**src/rtl/mdt_pkg.sv**
```systemverilog
package mdt_pkg;
  typedef enum logic {
    CAL_IDLE = 1'b0,
    CAL_RUN  = 1'b1
  } cal_state_e;
endpackage

```
**src/rtl/mdt_arm_guard.sv**
```systemverilog
// Tracks the enabled-unmuted-then-muted ordering and forms the start and hold conditions.
module mdt_arm_guard (
  input  logic clk_i,
  input  logic rst_ni,
  input  logic amp_en_i,
  input  logic amp_mute_i,
  input  logic adc_en_i,
  input  logic clk_run_i,
  output logic ready_o,
  output logic hold_o
);
  logic armed_q, armed_d;

  always_comb begin
    if (!amp_en_i) armed_d = 1'b0;
    else           armed_d = armed_q | ~amp_mute_i;
  end

  always_ff @(posedge clk_i or negedge rst_ni) begin
    if (!rst_ni) armed_q <= 1'b0;
    else         armed_q <= armed_d;
  end

  assign hold_o  = amp_en_i & amp_mute_i & adc_en_i & clk_run_i;
  assign ready_o = armed_q & hold_o;

  // arming is lost one cycle after the amplifier enable drops
  a_r1_disarm: assert property (@(posedge clk_i) disable iff (!rst_ni)
    !amp_en_i |=> !armed_q);
endmodule

```
**src/rtl/mdt_accum.sv**
```systemverilog
// Counts settling samples, then sums the measured samples and forms their mean.
module mdt_accum #(
  parameter int SMP_W  = 16,
  parameter int LOG2N  = 3,
  parameter int SETTLE = 2
) (
  input  logic             clk_i,
  input  logic             rst_ni,
  input  logic             clr_i,
  input  logic             en_i,
  input  logic             vld_i,
  input  logic [SMP_W-1:0] smp_i,
  output logic             last_o,
  output logic [SMP_W-1:0] avg_o
);
  localparam int NSMP  = 1 << LOG2N;
  localparam int TOTAL = SETTLE + NSMP;
  localparam int ACC_W = SMP_W + LOG2N;
  localparam int CNT_W = $clog2(TOTAL + 1);
  localparam logic [CNT_W-1:0] SETTLE_C = CNT_W'(SETTLE);
  localparam logic [CNT_W-1:0] LAST_C   = CNT_W'(TOTAL - 1);

  logic [CNT_W-1:0]        cnt_q, cnt_d;
  logic signed [ACC_W-1:0] acc_q, acc_d;
  logic signed [ACC_W-1:0] sum_nxt;
  logic signed [ACC_W-1:0] mean_w;
  logic                    take;
  logic                    in_meas;

  assign take    = en_i & vld_i;
  assign in_meas = (cnt_q >= SETTLE_C);
  assign sum_nxt = acc_q + ACC_W'($signed(smp_i));
  assign mean_w  = sum_nxt >>> LOG2N;
  assign avg_o   = mean_w[SMP_W-1:0];
  assign last_o  = take & (cnt_q == LAST_C);

  always_comb begin
    cnt_d = cnt_q;
    acc_d = acc_q;
    if (clr_i) begin
      cnt_d = '0;
      acc_d = '0;
    end else if (take) begin
      cnt_d = cnt_q + 1'b1;
      if (in_meas) acc_d = sum_nxt;
    end
  end

  always_ff @(posedge clk_i or negedge rst_ni) begin
    if (!rst_ni) begin
      cnt_q <= '0;
      acc_q <= '0;
    end else begin
      cnt_q <= cnt_d;
      acc_q <= acc_d;
    end
  end

  // settling samples leave the sum untouched
  a_r4_settle_discard: assert property (@(posedge clk_i) disable iff (!rst_ni)
    (en_i && !clr_i && !in_meas) |=> $stable(acc_q));
  // the counter never passes the last sample while a run is active
  a_r5_cnt_bound: assert property (@(posedge clk_i) disable iff (!rst_ni)
    en_i |-> (cnt_q <= LAST_C));
endmodule

```
**src/rtl/mdt_trim_sub.sv**
```systemverilog
// Registered sample path: pass-through or saturating offset subtraction.
module mdt_trim_sub #(
  parameter int SMP_W = 16
) (
  input  logic             clk_i,
  input  logic             rst_ni,
  input  logic             apply_i,
  input  logic             vld_i,
  input  logic [SMP_W-1:0] smp_i,
  input  logic [SMP_W-1:0] ofs_i,
  output logic             vld_o,
  output logic [SMP_W-1:0] data_o
);
  localparam int DW = SMP_W + 1;
  localparam logic signed [DW-1:0] MAXV = {2'b00, {(SMP_W-1){1'b1}}};
  localparam logic signed [DW-1:0] MINV = {2'b11, {(SMP_W-1){1'b0}}};

  logic signed [DW-1:0] diff;
  logic [SMP_W-1:0]     sat_w;
  logic [SMP_W-1:0]     sel_w;
  logic [SMP_W-1:0]     data_q;
  logic                 vld_q;

  assign diff = $signed({smp_i[SMP_W-1], smp_i}) - $signed({ofs_i[SMP_W-1], ofs_i});

  always_comb begin
    if (diff > MAXV)      sat_w = MAXV[SMP_W-1:0];
    else if (diff < MINV) sat_w = MINV[SMP_W-1:0];
    else                  sat_w = diff[SMP_W-1:0];
  end

  assign sel_w = apply_i ? sat_w : smp_i;

  always_ff @(posedge clk_i or negedge rst_ni) begin
    if (!rst_ni) begin
      vld_q  <= 1'b0;
      data_q <= '0;
    end else begin
      vld_q <= vld_i;
      if (vld_i) data_q <= sel_w;
    end
  end

  assign vld_o  = vld_q;
  assign data_o = data_q;

  // output valid repeats input valid one cycle later
  a_r7_vld_follow: assert property (@(posedge clk_i) disable iff (!rst_ni)
    vld_i |=> vld_o);
  a_r7_vld_idle: assert property (@(posedge clk_i) disable iff (!rst_ni)
    !vld_i |=> !vld_o);
  // pass-through keeps the sample value
  a_r7_pass: assert property (@(posedge clk_i) disable iff (!rst_ni)
    (vld_i && !apply_i) |=> (data_o == $past(smp_i)));
endmodule

```
**src/rtl/mic_dc_trim.sv**
```systemverilog
module mic_dc_trim #(
  parameter int SMP_W  = 16,
  parameter int LOG2N  = 3,
  parameter int SETTLE = 2
) (
  input  logic             clk_i,
  input  logic             rst_ni,
  input  logic             amp_en_i,
  input  logic             amp_mute_i,
  input  logic             adc_en_i,
  input  logic             clk_run_i,
  input  logic             cal_start_wr_i,
  input  logic             ofs_apply_i,
  input  logic             smp_vld_i,
  input  logic [SMP_W-1:0] smp_data_i,
  output logic             cal_busy_o,
  output logic             cal_err_o,
  output logic [SMP_W-1:0] ofs_word_o,
  output logic             out_vld_o,
  output logic [SMP_W-1:0] out_data_o
);
  import mdt_pkg::*;

  // asynchronous assert, synchronous release
  logic [1:0] rst_sync_q;
  logic       rst_n;
  always_ff @(posedge clk_i or negedge rst_ni) begin
    if (!rst_ni) rst_sync_q <= 2'b00;
    else         rst_sync_q <= {rst_sync_q[0], 1'b1};
  end
  assign rst_n = rst_sync_q[1];

  logic ready, hold, last;
  logic [SMP_W-1:0] avg;
  cal_state_e state_q, state_d;
  logic err_q, err_d;
  logic [SMP_W-1:0] ofs_q, ofs_d;
  logic accept, refuse, abandon, finish, busy;

  mdt_arm_guard u_guard (
    .clk_i      (clk_i),
    .rst_ni     (rst_n),
    .amp_en_i   (amp_en_i),
    .amp_mute_i (amp_mute_i),
    .adc_en_i   (adc_en_i),
    .clk_run_i  (clk_run_i),
    .ready_o    (ready),
    .hold_o     (hold)
  );

  assign busy    = (state_q == CAL_RUN);
  assign accept  = cal_start_wr_i & ~busy & ready;
  assign refuse  = cal_start_wr_i & ~busy & ~ready;
  assign abandon = busy & ~hold;
  assign finish  = busy & hold & last;

  mdt_accum #(
    .SMP_W  (SMP_W),
    .LOG2N  (LOG2N),
    .SETTLE (SETTLE)
  ) u_accum (
    .clk_i  (clk_i),
    .rst_ni (rst_n),
    .clr_i  (accept),
    .en_i   (busy & hold),
    .vld_i  (smp_vld_i),
    .smp_i  (smp_data_i),
    .last_o (last),
    .avg_o  (avg)
  );

  always_comb begin
    state_d = state_q;
    err_d   = err_q;
    ofs_d   = ofs_q;
    unique case (state_q)
      CAL_IDLE: begin
        if (accept) begin
          state_d = CAL_RUN;
          err_d   = 1'b0;
        end else if (refuse) begin
          err_d   = 1'b1;
        end
      end
      CAL_RUN: begin
        if (abandon) begin
          state_d = CAL_IDLE;
          err_d   = 1'b1;
        end else if (finish) begin
          state_d = CAL_IDLE;
          ofs_d   = avg;
        end
      end
      default: state_d = CAL_IDLE;
    endcase
  end

  always_ff @(posedge clk_i or negedge rst_n) begin
    if (!rst_n) begin
      state_q <= CAL_IDLE;
      err_q   <= 1'b0;
      ofs_q   <= '0;
    end else begin
      state_q <= state_d;
      err_q   <= err_d;
      ofs_q   <= ofs_d;
    end
  end

  mdt_trim_sub #(.SMP_W(SMP_W)) u_sub (
    .clk_i   (clk_i),
    .rst_ni  (rst_n),
    .apply_i (ofs_apply_i),
    .vld_i   (smp_vld_i),
    .smp_i   (smp_data_i),
    .ofs_i   (ofs_q),
    .vld_o   (out_vld_o),
    .data_o  (out_data_o)
  );

  assign cal_busy_o = busy;
  assign cal_err_o  = err_q;
  assign ofs_word_o = ofs_q;

  // accepted start sets busy and clears error
  a_r3_start: assert property (@(posedge clk_i) disable iff (!rst_n)
    (cal_start_wr_i && !busy && ready) |=> (cal_busy_o && !cal_err_o));
  // refused start raises the error and stays idle
  a_r2_refuse: assert property (@(posedge clk_i) disable iff (!rst_n)
    (cal_start_wr_i && !busy && !ready) |=> (!cal_busy_o && cal_err_o));
  // losing a precondition mid-run abandons it with the offset kept
  a_r6_abandon: assert property (@(posedge clk_i) disable iff (!rst_n)
    (busy && !hold) |=> (!cal_busy_o && cal_err_o && $stable(ofs_word_o)));
  // the offset word only changes on the completing edge
  a_r5_ofs_hold: assert property (@(posedge clk_i) disable iff (!rst_n)
    !busy |=> $stable(ofs_word_o));
  // a start write during a run does not clear or restart it
  a_r10_ignore: assert property (@(posedge clk_i) disable iff (!rst_n)
    (busy && hold && !last && cal_start_wr_i) |=> cal_busy_o);
endmodule

```
**config.mk**
```make
export PLATFORM = sky130hd
export DESIGN_NAME = mic_dc_trim
export DESIGN_NICKNAME = d
export VERILOG_FILES = /design/src/rtl/mdt_pkg.sv /design/src/rtl/mdt_arm_guard.sv /design/src/rtl/mdt_accum.sv /design/src/rtl/mdt_trim_sub.sv /design/src/rtl/mic_dc_trim.sv
export SDC_FILE = /design/constraint.sdc
export NUM_CORES = 1
export LEC_CHECK = 0
export BUFFER_PORTS_ARGS = -buffer_cell sky130_fd_sc_hd__buf_4
export CORE_AREA = 2 2 97 99
export DETAILED_ROUTE_END_ITERATION = 6
export DIE_AREA = 0 0 99 101
export GPL_ROUTABILITY_DRIVEN = 0
export MAX_ROUTING_LAYER = met4
export PLACE_DENSITY = 0.76
export REMOVE_ABC_BUFFERS = 1
export SLEW_MARGIN = 20
export SYNTH_ARGS = -nofsm -noshare
export SYNTH_HDL_FRONTEND = slang
export SYNTH_SLANG_ARGS = --single-unit
```
**constraint.sdc**
```tcl
create_clock -name clk_i -period 4.8 [get_ports clk_i]
set_clock_uncertainty 0.1 [all_clocks]
set_input_delay 0.24 -clock clk_i [delete_from_list [all_inputs] [get_ports clk_i]]
set_output_delay 0.24 -clock clk_i [all_outputs]
set_load 0.01 [all_outputs]
```
==> summary.md <==
| Metric | Value |
|---|---|
| Status | `completed` |
| Final setup viols | `0` |
| Routed vias | `3,880` |
| Cell Rows | `35` |
| Antenna violations before repair | `0` |
| Post-synthesis xor/xnor area fraction | `0.0593` |
| Commonest cells post-synth | `61 x dfrtp_1, 46 x nand2_1, 45 x o21ai_0, 37 x ha_1, 37 x nor2_1` |
| Worst slew pin tran | `0.757 ns` |
| Boundary Pins | `60` |
| Ys async rst share | `1.00` |
| Largest family of logic cells by synthesized area | `compound AO/OA/AOI/OAI gates` |
| Most frequent cell after synthesis | `dfrtp_1` |
| Die Y | `101 um` |
| Clock latency on the worst-skew pair | `0.34 ns` |
| Max Cap Viol | `0` |
| Fin Setup TNS | `0 ns` |
| Leakage | `2.35 nW` |
| WS Path Type | `reg2reg` |
| Area leader, netlist | `dfrtp_1` |
| Max VDD drop | `0.000156 V` |
| Number of buffers added on ports | `59` |
| Hold Path Class | `in2reg` |
| Initial DRC count | `232` |
| WL/cell | `15.9 um` |
| Drt via density | `5.77` |
| Maximum number of pins on one net before global-route repair | `60` |
| Yosys Warn Count | `0` |
| Mean Syn Cell Area | `8.80 sq um` |
| Diode count | `0` |
| Number of synthesized register bits | `61` |
| Post-DP HPWL | `7850 um` |
| CP max FO | `11` |
| DP Area | `4910 sq um` |
| Finished Layout Cells | `672` |
| FF-to-FF Start | `ofs_word_o[0]` |
| Die W | `99 um` |
| Worst hold start | `amp_en_i` |
| GRT Util Overall | `0.223` |
| Simple-gate share of the synthesized area | `0.180` |
| Worst Setup SP | `ofs_word_o[0]` |
| Final period utilization | `0.640` |
| DR pass1 iterations | `5` |
| Fmax | `326 MHz` |
| Post-synthesis mux area share | `0.0199` |
| Slew HR | `0.495` |
| Post-Syn Area | `4410 sq um` |
| WL final | `10,700 um` |
| Post-layout net count | `620` |
| CTS H-tree lvls | `3` |
| P&R area growth vs syn | `16.1%` |
| Number of clock sinks | `61` |
| Initial Util | `0.491` |
| Post-synth top flop | `dfrtp_1` |
| Largest cells by area after synthesis | `dfrtp_1 35%, ha_1 10%, o21ai_0 5.1%` |
| Post-CTS sizing | `0` |
| Slew Limit Fails | `0` |
| Layout cells sized above 1 | `0.182` |
| CP Data Arrival Time | `3.21 ns` |
| Hold Path Depth | `2` |
| Root buf cell | `clkbuf_8` |
| RSZ-0062 raised after global routing | `no` |
| CTS tree | `built` |
| Critical Path RT | `4.94 ns` |
| Number of flops mapped to enable cells by yosys | `0` |
| Post-Synthesis Cells | `501` |
| Setup slack, reg-to-reg | `1.73 ns` |
| Share of the synthesized area in the top cell type | `0.346` |
| CTS max path bufs | `2` |
| Antenna Nets Post-Route | `0` |
| Final hold violation count | `0` |
| Setup Buffers After CTS | `0` |
| Hold WS | `0.0623 ns` |
| Clk slew on worst S/H paths | `0.08 ns` |
| Startpoint types | `flip-flop` |
| R2R depth | `10` |
| Post-route cell area | `5120 sq um` |
| Register area share after synthesis | `0.346` |
| Remaining DRCs | `0` |
| CTS Buf Count | `9` |
| Compound-Gate Fraction of Synth Area | `0.216` |
| Pwr/cell area | `244 nW/um^2` |
| Gr ovfl total | `0` |
| Core Footprint | `8980 sq um` |
| CP Capture Type | `flip-flop` |
| Netlist cell types | `71` |
| First-pass GRT wire length | `17,400 um` |
| Adder-Cell Fraction of Synth Area | `0.123` |
| Placed insts | `654` |
| DIE AREA | `10000 sq um` |
| Vias in the first global route | `3,675` |
| Final min period | `3.07 ns` |
layout make-up:
class | count | area (sq um)
fill | 793 | 3860
multi-input combinational | 388 | 2650
sequential | 61 | 1530
timing repair buffer | 65 | 493
clock buffer | 12 | 145
tap | 111 | 139
inverter | 31 | 116
clock inverter | 4 | 47.5
stage by stage:
stage / util / setup slack, ns / power [mW]
after floorplan: - / 1.50 / 0.701
after global placement: 0.547 / 1.87 / 0.789
after detailed placement: 0.547 / 1.77 / 0.794
after CTS: 0.570 / 1.74 / 1.26
after global routing: 0.570 / 1.50 / 1.32
final: 0.570 / 1.73 / 1.25
sequential cells by signal, indices dropped and copies added, names as in the netlist:
name / flops
cal_busy_o: 1
u_sub.vld_o: 1
ofs_word_o: 16
rst_sync_q: 2
u_accum.cnt_q: 4
u_guard.armed_q: 1
u_accum.acc_q: 19
u_sub.data_o: 16
cal_err_o: 1
logic make-up (layout without fill, tap and decap cells):
| group | count (synthesis) | count (layout) |
|---|---|---|
| adders and majority gates | 43 | 43 |
| buffers and inverters | 52 | 112 |
| muxes | 8 | 8 |
| xor gates and xnor gates | 29 | 29 |
| DFF | 61 | 61 |
| and+or+nand+nor | 164 | 164 |
| other | 1 | 1 |
| AOI/OAI and AO/OA | 143 | 143 |
critical path, stage by stage, from the launching register on:
cell and delay (ns):
dfrtp_1 0.41, ha_1 0.21, fa_1 0.42, nor2b_1 0.19, o2111ai_2 0.15, a21oi_2 0.23
o31a_1 0.21, a311oi_4 0.18, nor2_2 0.41, o21ai_0 0.16, a221oi_1 0.30
repair_timing:
item	4_1_cts	5_1_grt
endpoints found under the hold margin	3	0
hold buffers	2	0
endpoints found under the setup margin	0	0
per-layer routing:
metal  up-vias  GRT usage  wire [um]
met3        20     0.0305        594
met1      1836      0.278       4600
met4         0     0.0854        223
met2       121      0.368       5270
li1       1903          -          -
met5         -          -          0
where the power goes:
part	switching, mW	total, mW	leakage (nW)	internal, mW
Sequential	0.0118	0.548	0.797	0.536
Combinational	0.133	0.239	1.46	0.106
Clock	0.208	0.461	0.0964	0.253
final timing paths:
kind                                          to
max in group asynchronous       u_sub.data_o[12]
worst max register to register  u_sub.data_o[10]
worst min register to register     rst_sync_q[1]
worst max-delay path            u_sub.data_o[10]
min in group asynchronous          rst_sync_q[1]
worst min-delay path             u_guard.armed_q
cell usage in the layout, fill, tap and decap left out, types with 16 or more instances in the layout:
master / netlist / final
nor2_1: 37 / 37
xnor2_1: 16 / 16
dfrtp_1: 61 / 60
ha_1: 37 / 37
nand2_1: 46 / 46
nor3_1: 16 / 16
o21ai_0: 45 / 45
buf_4: 3 / 63
a21oi_1: 32 / 32
inv_1: 31 / 31
nand3_1: 22 / 22
Power figures use the tool's default switching activity.
